File: src/rtl/spi_presc_pkg.sv
package spi_presc_pkg;

  localparam int FIELD_W = 8;

  // index of the most significant set bit, 0 when v is zero
  function automatic logic [4:0] msb_idx(input logic [15:0] v);
    logic [4:0] r;
    r = '0;
    for (int i = 0; i < 16; i++) begin
      if (v[i]) r = 5'(i);
    end
    return r;
  endfunction

endpackage

File: src/rtl/presc_decode.sv
module presc_decode
  import spi_presc_pkg::*;
#(
  parameter bit EXT_ENC = 1'b1,
  parameter int DIV_W   = 11
) (
  input  logic [FIELD_W-1:0] field_i,
  output logic [DIV_W-1:0]   div_o
);

  generate
    if (EXT_ENC) begin : g_ext
      logic [3:0] mant;
      logic [2:0] expo;
      always_comb begin
        mant  = (field_i[3:0] < 4'd2) ? 4'd2 : field_i[3:0];
        expo  = {field_i[7], field_i[6], field_i[4]};
        div_o = DIV_W'(mant) << expo;
      end
    end else begin : g_cmp
      logic [3:0] half;
      always_comb begin
        half  = (field_i[3:0] < 4'd2) ? 4'd2 : field_i[3:0];
        div_o = DIV_W'(half) << 1;
      end
    end
  endgenerate

endmodule

File: src/rtl/presc_encode.sv
module presc_encode
  import spi_presc_pkg::*;
#(
  parameter bit EXT_ENC = 1'b1,
  parameter int REQ_W   = 12
) (
  input  logic [REQ_W-1:0]   req_i,
  output logic [FIELD_W-1:0] field_o,
  output logic               err_o
);

  localparam int RW = REQ_W + 1;

  generate
    if (EXT_ENC) begin : g_ext
      logic [RW-1:0] r, msk, rnd;
      logic [4:0]    s0, s1;
      logic [3:0]    mant;
      logic [2:0]    expo;
      always_comb begin
        r    = {1'b0, req_i};
        s0   = '0;
        s1   = '0;
        msk  = '0;
        rnd  = r;
        mant = '0;
        expo = '0;
        err_o = 1'b0;
        if (r < RW'(16)) begin
          mant = r[3:0];
        end else begin
          s0   = msb_idx(16'(r)) - 5'd3;
          msk  = (RW'(1) << s0) - RW'(1);
          rnd  = (r + msk) & ~msk;
          s1   = msb_idx(16'(rnd)) - 5'd3;
          mant = 4'(rnd >> s1);
          expo = s1[2:0];
          err_o = (s1 > 5'd7);
        end
        field_o = err_o ? '0 : {expo[2], expo[1], 1'b0, expo[0], mant};
      end

      // a granted field never gives a faster clock than requested
      always_comb begin
        if (!err_o) begin
          enc_no_faster_chk: assert ((RW'(field_o[3:0]) << {field_o[7], field_o[6], field_o[4]}) >= RW'(req_i));
        end
      end
    end else begin : g_cmp
      logic [RW-1:0] r;
      always_comb begin
        r = {1'b0, req_i} + RW'(req_i[0]);
        if (r < RW'(4)) r = RW'(4);
        err_o   = (r > RW'(30));
        field_o = err_o ? '0 : (FIELD_W'(8'h10) + FIELD_W'(r[4:1]));
      end
    end
  endgenerate

endmodule

File: src/rtl/presc_tick.sv
module presc_tick #(
  parameter int DIV_W = 11
) (
  input  logic             clk_i,
  input  logic             rst_ni,
  input  logic             en_i,
  input  logic [DIV_W-1:0] div_i,
  output logic             tick_o,
  output logic             lead_o
);

  logic [DIV_W-1:0] cnt_q, cnt_d;
  logic [DIV_W-1:0] div_q;
  logic [DIV_W-1:0] half;
  logic             wrap, ld_div;

  always_comb begin
    half   = div_q >> 1;
    wrap   = (cnt_q == div_q - DIV_W'(1));
    ld_div = !en_i || wrap;
    if (!en_i || wrap) cnt_d = '0;
    else               cnt_d = cnt_q + DIV_W'(1);
    lead_o = en_i && (cnt_q == '0);
    tick_o = en_i && ((cnt_q == '0) || (cnt_q == half));
  end

  always_ff @(posedge clk_i or negedge rst_ni) begin
    if (!rst_ni) cnt_q <= '0;
    else         cnt_q <= cnt_d;
  end

  always_ff @(posedge clk_i or negedge rst_ni) begin
    if (!rst_ni)     div_q <= DIV_W'(2);
    else if (ld_div) div_q <= div_i;
  end


  idle_hold_chk: assert property (@(posedge clk_i) disable iff (!rst_ni)
    !en_i |=> (cnt_q == '0));

  div_hold_chk: assert property (@(posedge clk_i) disable iff (!rst_ni)
    (cnt_q != '0) |-> $stable(div_q));

  div_min_chk: assert property (@(posedge clk_i) disable iff (!rst_ni)
    div_q >= DIV_W'(2));

  tick_gap_chk: assert property (@(posedge clk_i) disable iff (!rst_ni)
    (tick_o && en_i && div_q >= DIV_W'(4)) |=> !tick_o);

  cnt_range_chk: assert property (@(posedge clk_i) disable iff (!rst_ni)
    cnt_q < div_q);

endmodule

File: src/rtl/spi_sclk_prescaler.sv
module spi_sclk_prescaler
  import spi_presc_pkg::*;
#(
  parameter bit EXT_ENC = 1'b1,
  parameter int REQ_W   = 12,
  parameter int DIV_W   = 11
) (
  input  logic               clk_i,
  input  logic               rst_ni,
  input  logic               en_i,
  input  logic [FIELD_W-1:0] prescale_i,
  input  logic [REQ_W-1:0]   req_div_i,
  output logic [FIELD_W-1:0] calc_field_o,
  output logic               calc_err_o,
  output logic               tick_o,
  output logic               lead_o
);

  logic [DIV_W-1:0] div_dec;

  presc_decode #(.EXT_ENC(EXT_ENC), .DIV_W(DIV_W)) u_decode (
    .field_i (prescale_i),
    .div_o   (div_dec)
  );

  presc_tick #(.DIV_W(DIV_W)) u_tick (
    .clk_i  (clk_i),
    .rst_ni (rst_ni),
    .en_i   (en_i),
    .div_i  (div_dec),
    .tick_o (tick_o),
    .lead_o (lead_o)
  );

  presc_encode #(.EXT_ENC(EXT_ENC), .REQ_W(REQ_W)) u_encode (
    .req_i   (req_div_i),
    .field_o (calc_field_o),
    .err_o   (calc_err_o)
  );


  lead_is_tick_chk: assert property (@(posedge clk_i) disable iff (!rst_ni)
    lead_o |-> tick_o);

endmodule

File: config.mk
export PLATFORM = sky130hd
export DESIGN_NAME = spi_sclk_prescaler
export DESIGN_NICKNAME = d
export VERILOG_FILES = /design/src/rtl/spi_presc_pkg.sv /design/src/rtl/presc_decode.sv /design/src/rtl/presc_encode.sv /design/src/rtl/presc_tick.sv /design/src/rtl/spi_sclk_prescaler.sv
export SDC_FILE = /design/constraint.sdc
export NUM_CORES = 1
export LEC_CHECK = 0
export BUFFER_PORTS_ARGS = -buffer_cell sky130_fd_sc_hd__buf_4
export CAP_MARGIN = 20
export CORE_MARGIN = 2
export CORE_UTILIZATION = 61
export DETAILED_ROUTE_END_ITERATION = 16
export PLACE_DENSITY = 0.86
export SYNTH_ARGS = -nofsm -noshare
export SYNTH_HDL_FRONTEND = slang
export SYNTH_SLANG_ARGS = --single-unit
File: constraint.sdc
create_clock -name clk_i -period 8.9 [get_ports clk_i]
set_input_delay 0.445 -clock clk_i [delete_from_list [all_inputs] [get_ports clk_i]]
set_output_delay 0.445 -clock clk_i [all_outputs]
set_load 0.02 [all_outputs]
==> results of run 1 <==
-- synth_stat cells (4+ instances only) --
library cell,number
nor2_1,41
nand2_1,34
inv_1,27
xnor2_1,24
o21ai_0,23
dfrtp_1,21
ha_1,21
xor2_1,21
a21oi_1,18
nand3_1,15
clkbuf_1,14
nor2b_1,11
mux2_2,9
nand2b_1,9
and3_1,8
nor3_1,8
nand4_1,7
nor4_1,6
mux2i_1,5
o22ai_1,5
a211oi_1,4
a31oi_1,4
and2_1,4
o21ai_1,4
o21bai_1,4
or3_1,4
-- power groups by stage --
stage,Combinational (µW),Clock (µW),Sequential [µW]
floorplan,229,0,112
global placement,289,0,118
detailed placement,297,0,118
CTS,299,64.5,116
global route,330,68.0,118
finish,303,63.1,116
-- layout make-up --
type,count,share of cell area (%)
Sequential cell,22,15.2
Multi-Input combinational cell,361,71.2
Timing Repair Buffer,34,7.03
Tap cell,70,2.41
Clock buffer,4,1.24
Inverter,28,2.96
-- per-layer routing --
metal | GRT usage [%] | vias up | wire, µm
li1 | - | 1590 | -
met1 | 33.1 | 1534 | 3450
met2 | 52.2 | 133 | 4160
met3 | 2.30 | 16 | 389
met4 | 7.89 | 0 | 102
met5 | 0 | - | 0
-- state kept, by name, summed over array words and instances, names as in the netlist --
register      cells
u_tick.cnt_q     11
u_tick.div_q     11
-- worst paths after layout --
path,end,slack (ns),cells past startpoint
worst max-delay path,calc_field_o[2],0.81,28
worst min-delay path,u_tick.cnt_q[0],0.06,1
worst max register to register,u_tick.div_q[2],5.45,11
worst min register to register,u_tick.div_q[1],0.53,2
max in group asynchronous,u_tick.div_q[1],8.56,1
min in group clk_i,u_tick.div_q[8],0.49,3
-- critical path: cells and delay by family --
family	cells	cell delay, ns
AOI/OAI and AO/OA	7	1.55
adders and majority gates	4	1.39
buffers and inverters	5	0.84
muxes	2	0.86
and+or+nand+nor	10	2.57
-- cell families after synthesis --
| group | synth area share (%) |
|---|---|
| simple gates | 27.4 |
| flops | 16.5 |
| compound gates | 23.5 |
| xor+xnor | 11.8 |
| buf+inv | 6.28 |
| fa+ha+maj | 8.45 |
| mux | 5.98 |
| other cells | 0.112 |
-- per-stage QoR --
| step | area [µm²] | instances |
|---|---|---|
| after detailed placement | 3590 | 515 |
| after floorplan | 3350 | 431 |
| final | 3630 | 519 |
| after global routing | 3630 | 519 |
| after CTS | 3630 | 519 |
| after global placement | 3590 | 515 |
==> qor.yml, run 1 <==
routing:
  wl_per_cell_um: 15.6
  via_per_inst: 6.31
  drt_pass1_iterations: 5
  ant_nets: 0
  vias: 3273
  drc: 0
  first_iter_violations: 246
  wirelength_um: 8100
setup_path:
  critPathCaptureType: "output pin"
  worst_setup_path_start_kind: "input pin"
  cp-startpoint: "req_div_i[11]"
  critPathRequiredTime_ns: 8.46
  crit_arrival_ns: 7.65
  path_class: "input pin to output pin"
  crit_path_max_incr_delay_ns: 0.60
  crit_top_cell: "ha_1"
  r2r-start: "u_tick.div_q[0]"
  slowest_stage: "or4_4"
  path_max_fanout: 12
synthesis:
  synth_nets: 476
  synthTopCellsByArea: "dfrtp_1 (16%), ha_1 (7.9%), xnor2_1 (6.3%), xor2_1 (5.5%), nor2_1 (4.6%)"
  ys_seq_area_share_pct: 16.5
  synth_flop_cell: "dfrtp_1"
  netlist_area_mm2: 0.00335
  syn-mean-instance-area_um2: 7.76
  synthCells: 431
  yosys_warnings: 0
  async_reset_ff_share_pct: 100
  synth_edf_count: 0
  ys_ff_latch: 22
  ys_types: 79
  synth_top_area_share_pct: 15.7
  yosys.area.top_type: "dfrtp_1"
floorplanning:
  io_pins: 34
  core_mm2: 0.00520
  die_y_um: 78.1
  die_area_mm2: 0.00609
  rows: 26
  initial_core_util_pct: 64.3
  dieWidth_um: 78.1
pwr:
  internal_power_uw: 266
  p_sw_uw: 216
  ir_worst_vdd_mv: 0.129
  p_seq_share_pct: 24.1
  power_frac_comb_pct: 62.8
  p_per_area_mw_per_mm2: 133
  power.total_uw: 483
  switching_share_pct: 44.8
  leakage_uw: 0.00153
  p_clk_share_pct: 13.1
place:
  portBuffers: 31
  routabilityCongestion: 0.943
  dp_slack_ns: 0.913
  hpwl_um: 6250
global_routing:
  antenna_found_initial: 0
  grt_pass1_vias: 3134
  overflow: 0
  track_usage_pct: 27.6
  grt_pass1_wl_um: 14100
  grt_start_max_net_pins: 29
final_layout:
  area_growth_syn_to_layout_pct: 8.53
  nets: 495
  antenna_cells: 0
  multi_input_area_mm2: 0.00258
  final_cell_mix: "nor2_1 (41), nand2_1 (34), buf_4 (34)"
  finish.utilization_pct: 69.8
  drive_above_1_share_pct: 16.5
  fillers: 418
  seqCellArea_um2: 552
  final_common_cell: "nor2_1"
clocking:
  cts_tree: "built"
  cts_buffers: 3
  cts_resized: 0
  cts_root_buf: "clkbuf_8"
  worstSkewPairLatency_ns: 0.26
  cts_hold_buf: 0
  htreeDepth: 1
  cts_setup_buffers: 0
  clkSinkCount: 22
  clkTransAtPathRegs_ns: 0.08
  clock_path_buffers: 2
status:
  outcome: "complete, no violations"
sta:
  slew_viol_final: 0
  hold_viol_final: 0
  fin_crit_sh_pct: 90.9
  worst_pin_slew_ns: 1.07
  max_freq_mhz: 124
  finalClockSkew_ns: 0.00545
  rsz0062_at_grt: "false"
  hold-worst-slack_ns: 0.0566
  period_minus_slack_ns: 8.09
  finalSetupViolCount: 0
  final.setup.tns_ns: 0
  setup_ws_ns: 0.810
  relSlewSlack_pct: 29.0
job:
  max_cap_violations: 0
min_path:
  worst_hold_path_type: "input pin to asynchronous set/reset pin"
Note: power is estimated with default switching activity, not from simulation.
==> inputs of run 2 (changes only) <==
--- a/config.mk
+++ b/config.mk
@@ -10,6 +10,7 @@
 export CORE_MARGIN = 2
 export CORE_UTILIZATION = 61
 export DETAILED_ROUTE_END_ITERATION = 16
+export GPL_TIMING_DRIVEN = 0
 export PLACE_DENSITY = 0.86
 export SYNTH_ARGS = -nofsm -noshare
 export SYNTH_HDL_FRONTEND = slang
==> run 2 against run 1 <==
Compared with the run above: maximum frequency is 2.5% lower; via count grew 3.5%; routed wire length up 4.9%; critical path type unchanged; first-iteration DRC count shrank 4.5%; highest routed layer unchanged; flip-flop and latch count unchanged; critical endpoint unchanged; clock skew increased by 0.0014 ns; worst hold slack worse by 0.011 ns; clock-buffer cell count is the same; global-route usage rose by 1.0 points; sequential power barely moved.
==> qor.yml, run 2 (synthesis gave the netlist of run 1 again) <==
clocking:
  htreeDepth: 1
  cts_tree: "built"
  cts_buffers: 3
  worstSkewPairLatency_ns: 0.27
  clkSinkCount: 22
  clock_path_buffers: 2
  cts_root_buf: "clkbuf_8"
  clkTransAtPathRegs_ns: 0.08
  cts_hold_buf: 0
setup_path:
  crit_arrival_ns: 7.85
  path_class: "input pin to output pin"
  crit_top_cell: "ha_1"
  path_max_fanout: 10
  slowest_stage: "or4_4"
  worst_setup_path_start_kind: "input pin"
  critPathRequiredTime_ns: 8.46
  r2r_slack_ns: 5.68
  crit_path_max_incr_delay_ns: 0.60
  critPathCaptureType: "output pin"
status:
  outcome: "complete, no violations"
place:
  routabilityCongestion: 0.956
  hpwl_um: 6570
  portBuffers: 30
floorplanning:
  die_y_um: 78.1
  dieWidth_um: 78.1
  initial_core_util_pct: 64.3
  rows: 26
  core_mm2: 0.00520
  io_pins: 34
  die_area_mm2: 0.00609
global_routing:
  busiest_layer: "met2"
  grt_pass1_vias: 3256
  grt_start_max_net_pins: 23
  met3_usage_pct: 2.41
  met2_usage_pct: 52.9
  grt_pass1_wl_um: 14500
  track_usage_pct: 28.6
  antenna_found_initial: 0
  use_met1_pct: 34.2
  overflow: 0
pwr:
  switching_share_pct: 44.4
  p_sw_uw: 220
  internal_power_uw: 276
  p_per_area_mw_per_mm2: 133
  power_frac_comb_pct: 62.9
  ir_worst_vdd_mv: 0.110
  p_seq_share_pct: 22.7
  leakage_uw: 0.00157
  p_clk_share_pct: 14.3
final_layout:
  seqCellArea_um2: 552
  finish.utilization_pct: 71.6
  final_cell_mix: "nor2_1 (41), nand2_1 (34), buf_4 (33)"
  fillers: 427
  nets: 512
  drive_above_1_share_pct: 17.0
  antenna_cells: 0
  multi_input_area_mm2: 0.00259
  top_regs: "u_tick.cnt_q (11), u_tick.div_q (11)"
  area_growth_syn_to_layout_pct: 11.4
  final_common_cell: "nor2_1"
routing:
  drt_pass1_iterations: 5
  vias: 3386
  ant_nets: 0
  wirelength_um: 8500
  via_per_inst: 6.32
  first_iter_violations: 235
  drc: 0
  wl_per_cell_um: 15.9
sta:
  period_minus_slack_ns: 8.30
  final.setup.tns_ns: 0
  fin_crit_sh_pct: 93.2
  worst_pin_slew_ns: 0.505
  max_freq_mhz: 121
  finalClockSkew_ns: 0.00683
  rsz0062_at_grt: "false"
  finalSetupViolCount: 0
  slew_viol_final: 0
  hold-worst-slack_ns: 0.0460
  hold_viol_final: 0
  relSlewSlack_pct: 65.9
min_path:
  worst_hold_path_type: "input pin to asynchronous set/reset pin"
job:
  max_cap_violations: 0
[run 2: final cells by class]
class | count | area share, %
multi-input cells | 361 | 69.4
well taps | 70 | 2.35
plain buffers | 19 | 2.65
clock buffers | 4 | 1.48
flip-flops and latches | 22 | 14.8
repair buffers | 32 | 6.44
inverters | 28 | 2.89
[run 2: final timing paths]
check	depth (start not counted)	end	start
worst max register to register	12	u_tick.cnt_q[4]	u_tick.div_q[0]
worst min register to register	2	u_tick.div_q[1]	u_tick.div_q[1]
max in group asynchronous	1	u_tick.div_q[1]	rst_ni
min in group clk_i	2	u_tick.div_q[1]	u_tick.div_q[1]
worst max-delay path	32	calc_field_o[2]	req_div_i[11]
worst min-delay path	1	u_tick.cnt_q[2]	rst_ni
[run 2: metal layers]
layer	vias to the layer above	share of wire [%]
li1	1624	-
met1	1589	41
met2	148	51
met3	25	5.1
met4	0	2.4
met5	-	0
[run 2: critical path, delay by kind of cell]
kind	cells	cell delay (ns)
compound gates	8	1.37
buf+inv	8	1.22
simple gates	10	2.72
fa+ha+maj	4	1.24
mux	2	0.87
[run 2: power by group through the flow]
stage	Combinational (µW)	Sequential [µW]	Clock [µW]
2_1_floorplan	229	112	0
3_3_place_gp	296	114	0
3_5_place_dp	306	114	0
4_1_cts	308	113	72.6
5_1_grt	343	114	75.0
6_report	312	113	71.2
[run 2: stage by stage]
| step | setup slack [ns] | std cells | instance area [µm²] | total power, µW |
|---|---|---|---|---|
| floorplan | 1.38 | 431 | 3350 | 341 |
| global placement | 0.552 | 531 | 3660 | 411 |
| detailed placement | 0.321 | 531 | 3660 | 420 |
| CTS | 0.306 | 535 | 3710 | 493 |
| global route | 0.0895 | 536 | 3730 | 532 |
| finish | 0.604 | 536 | 3730 | 496 |
[run 2: repair_timing]
item / in CTS / in global routing
setup buffers: 0 / 2
endpoints found under the setup margin: 0 / 4
gates resized for setup: 0 / 1
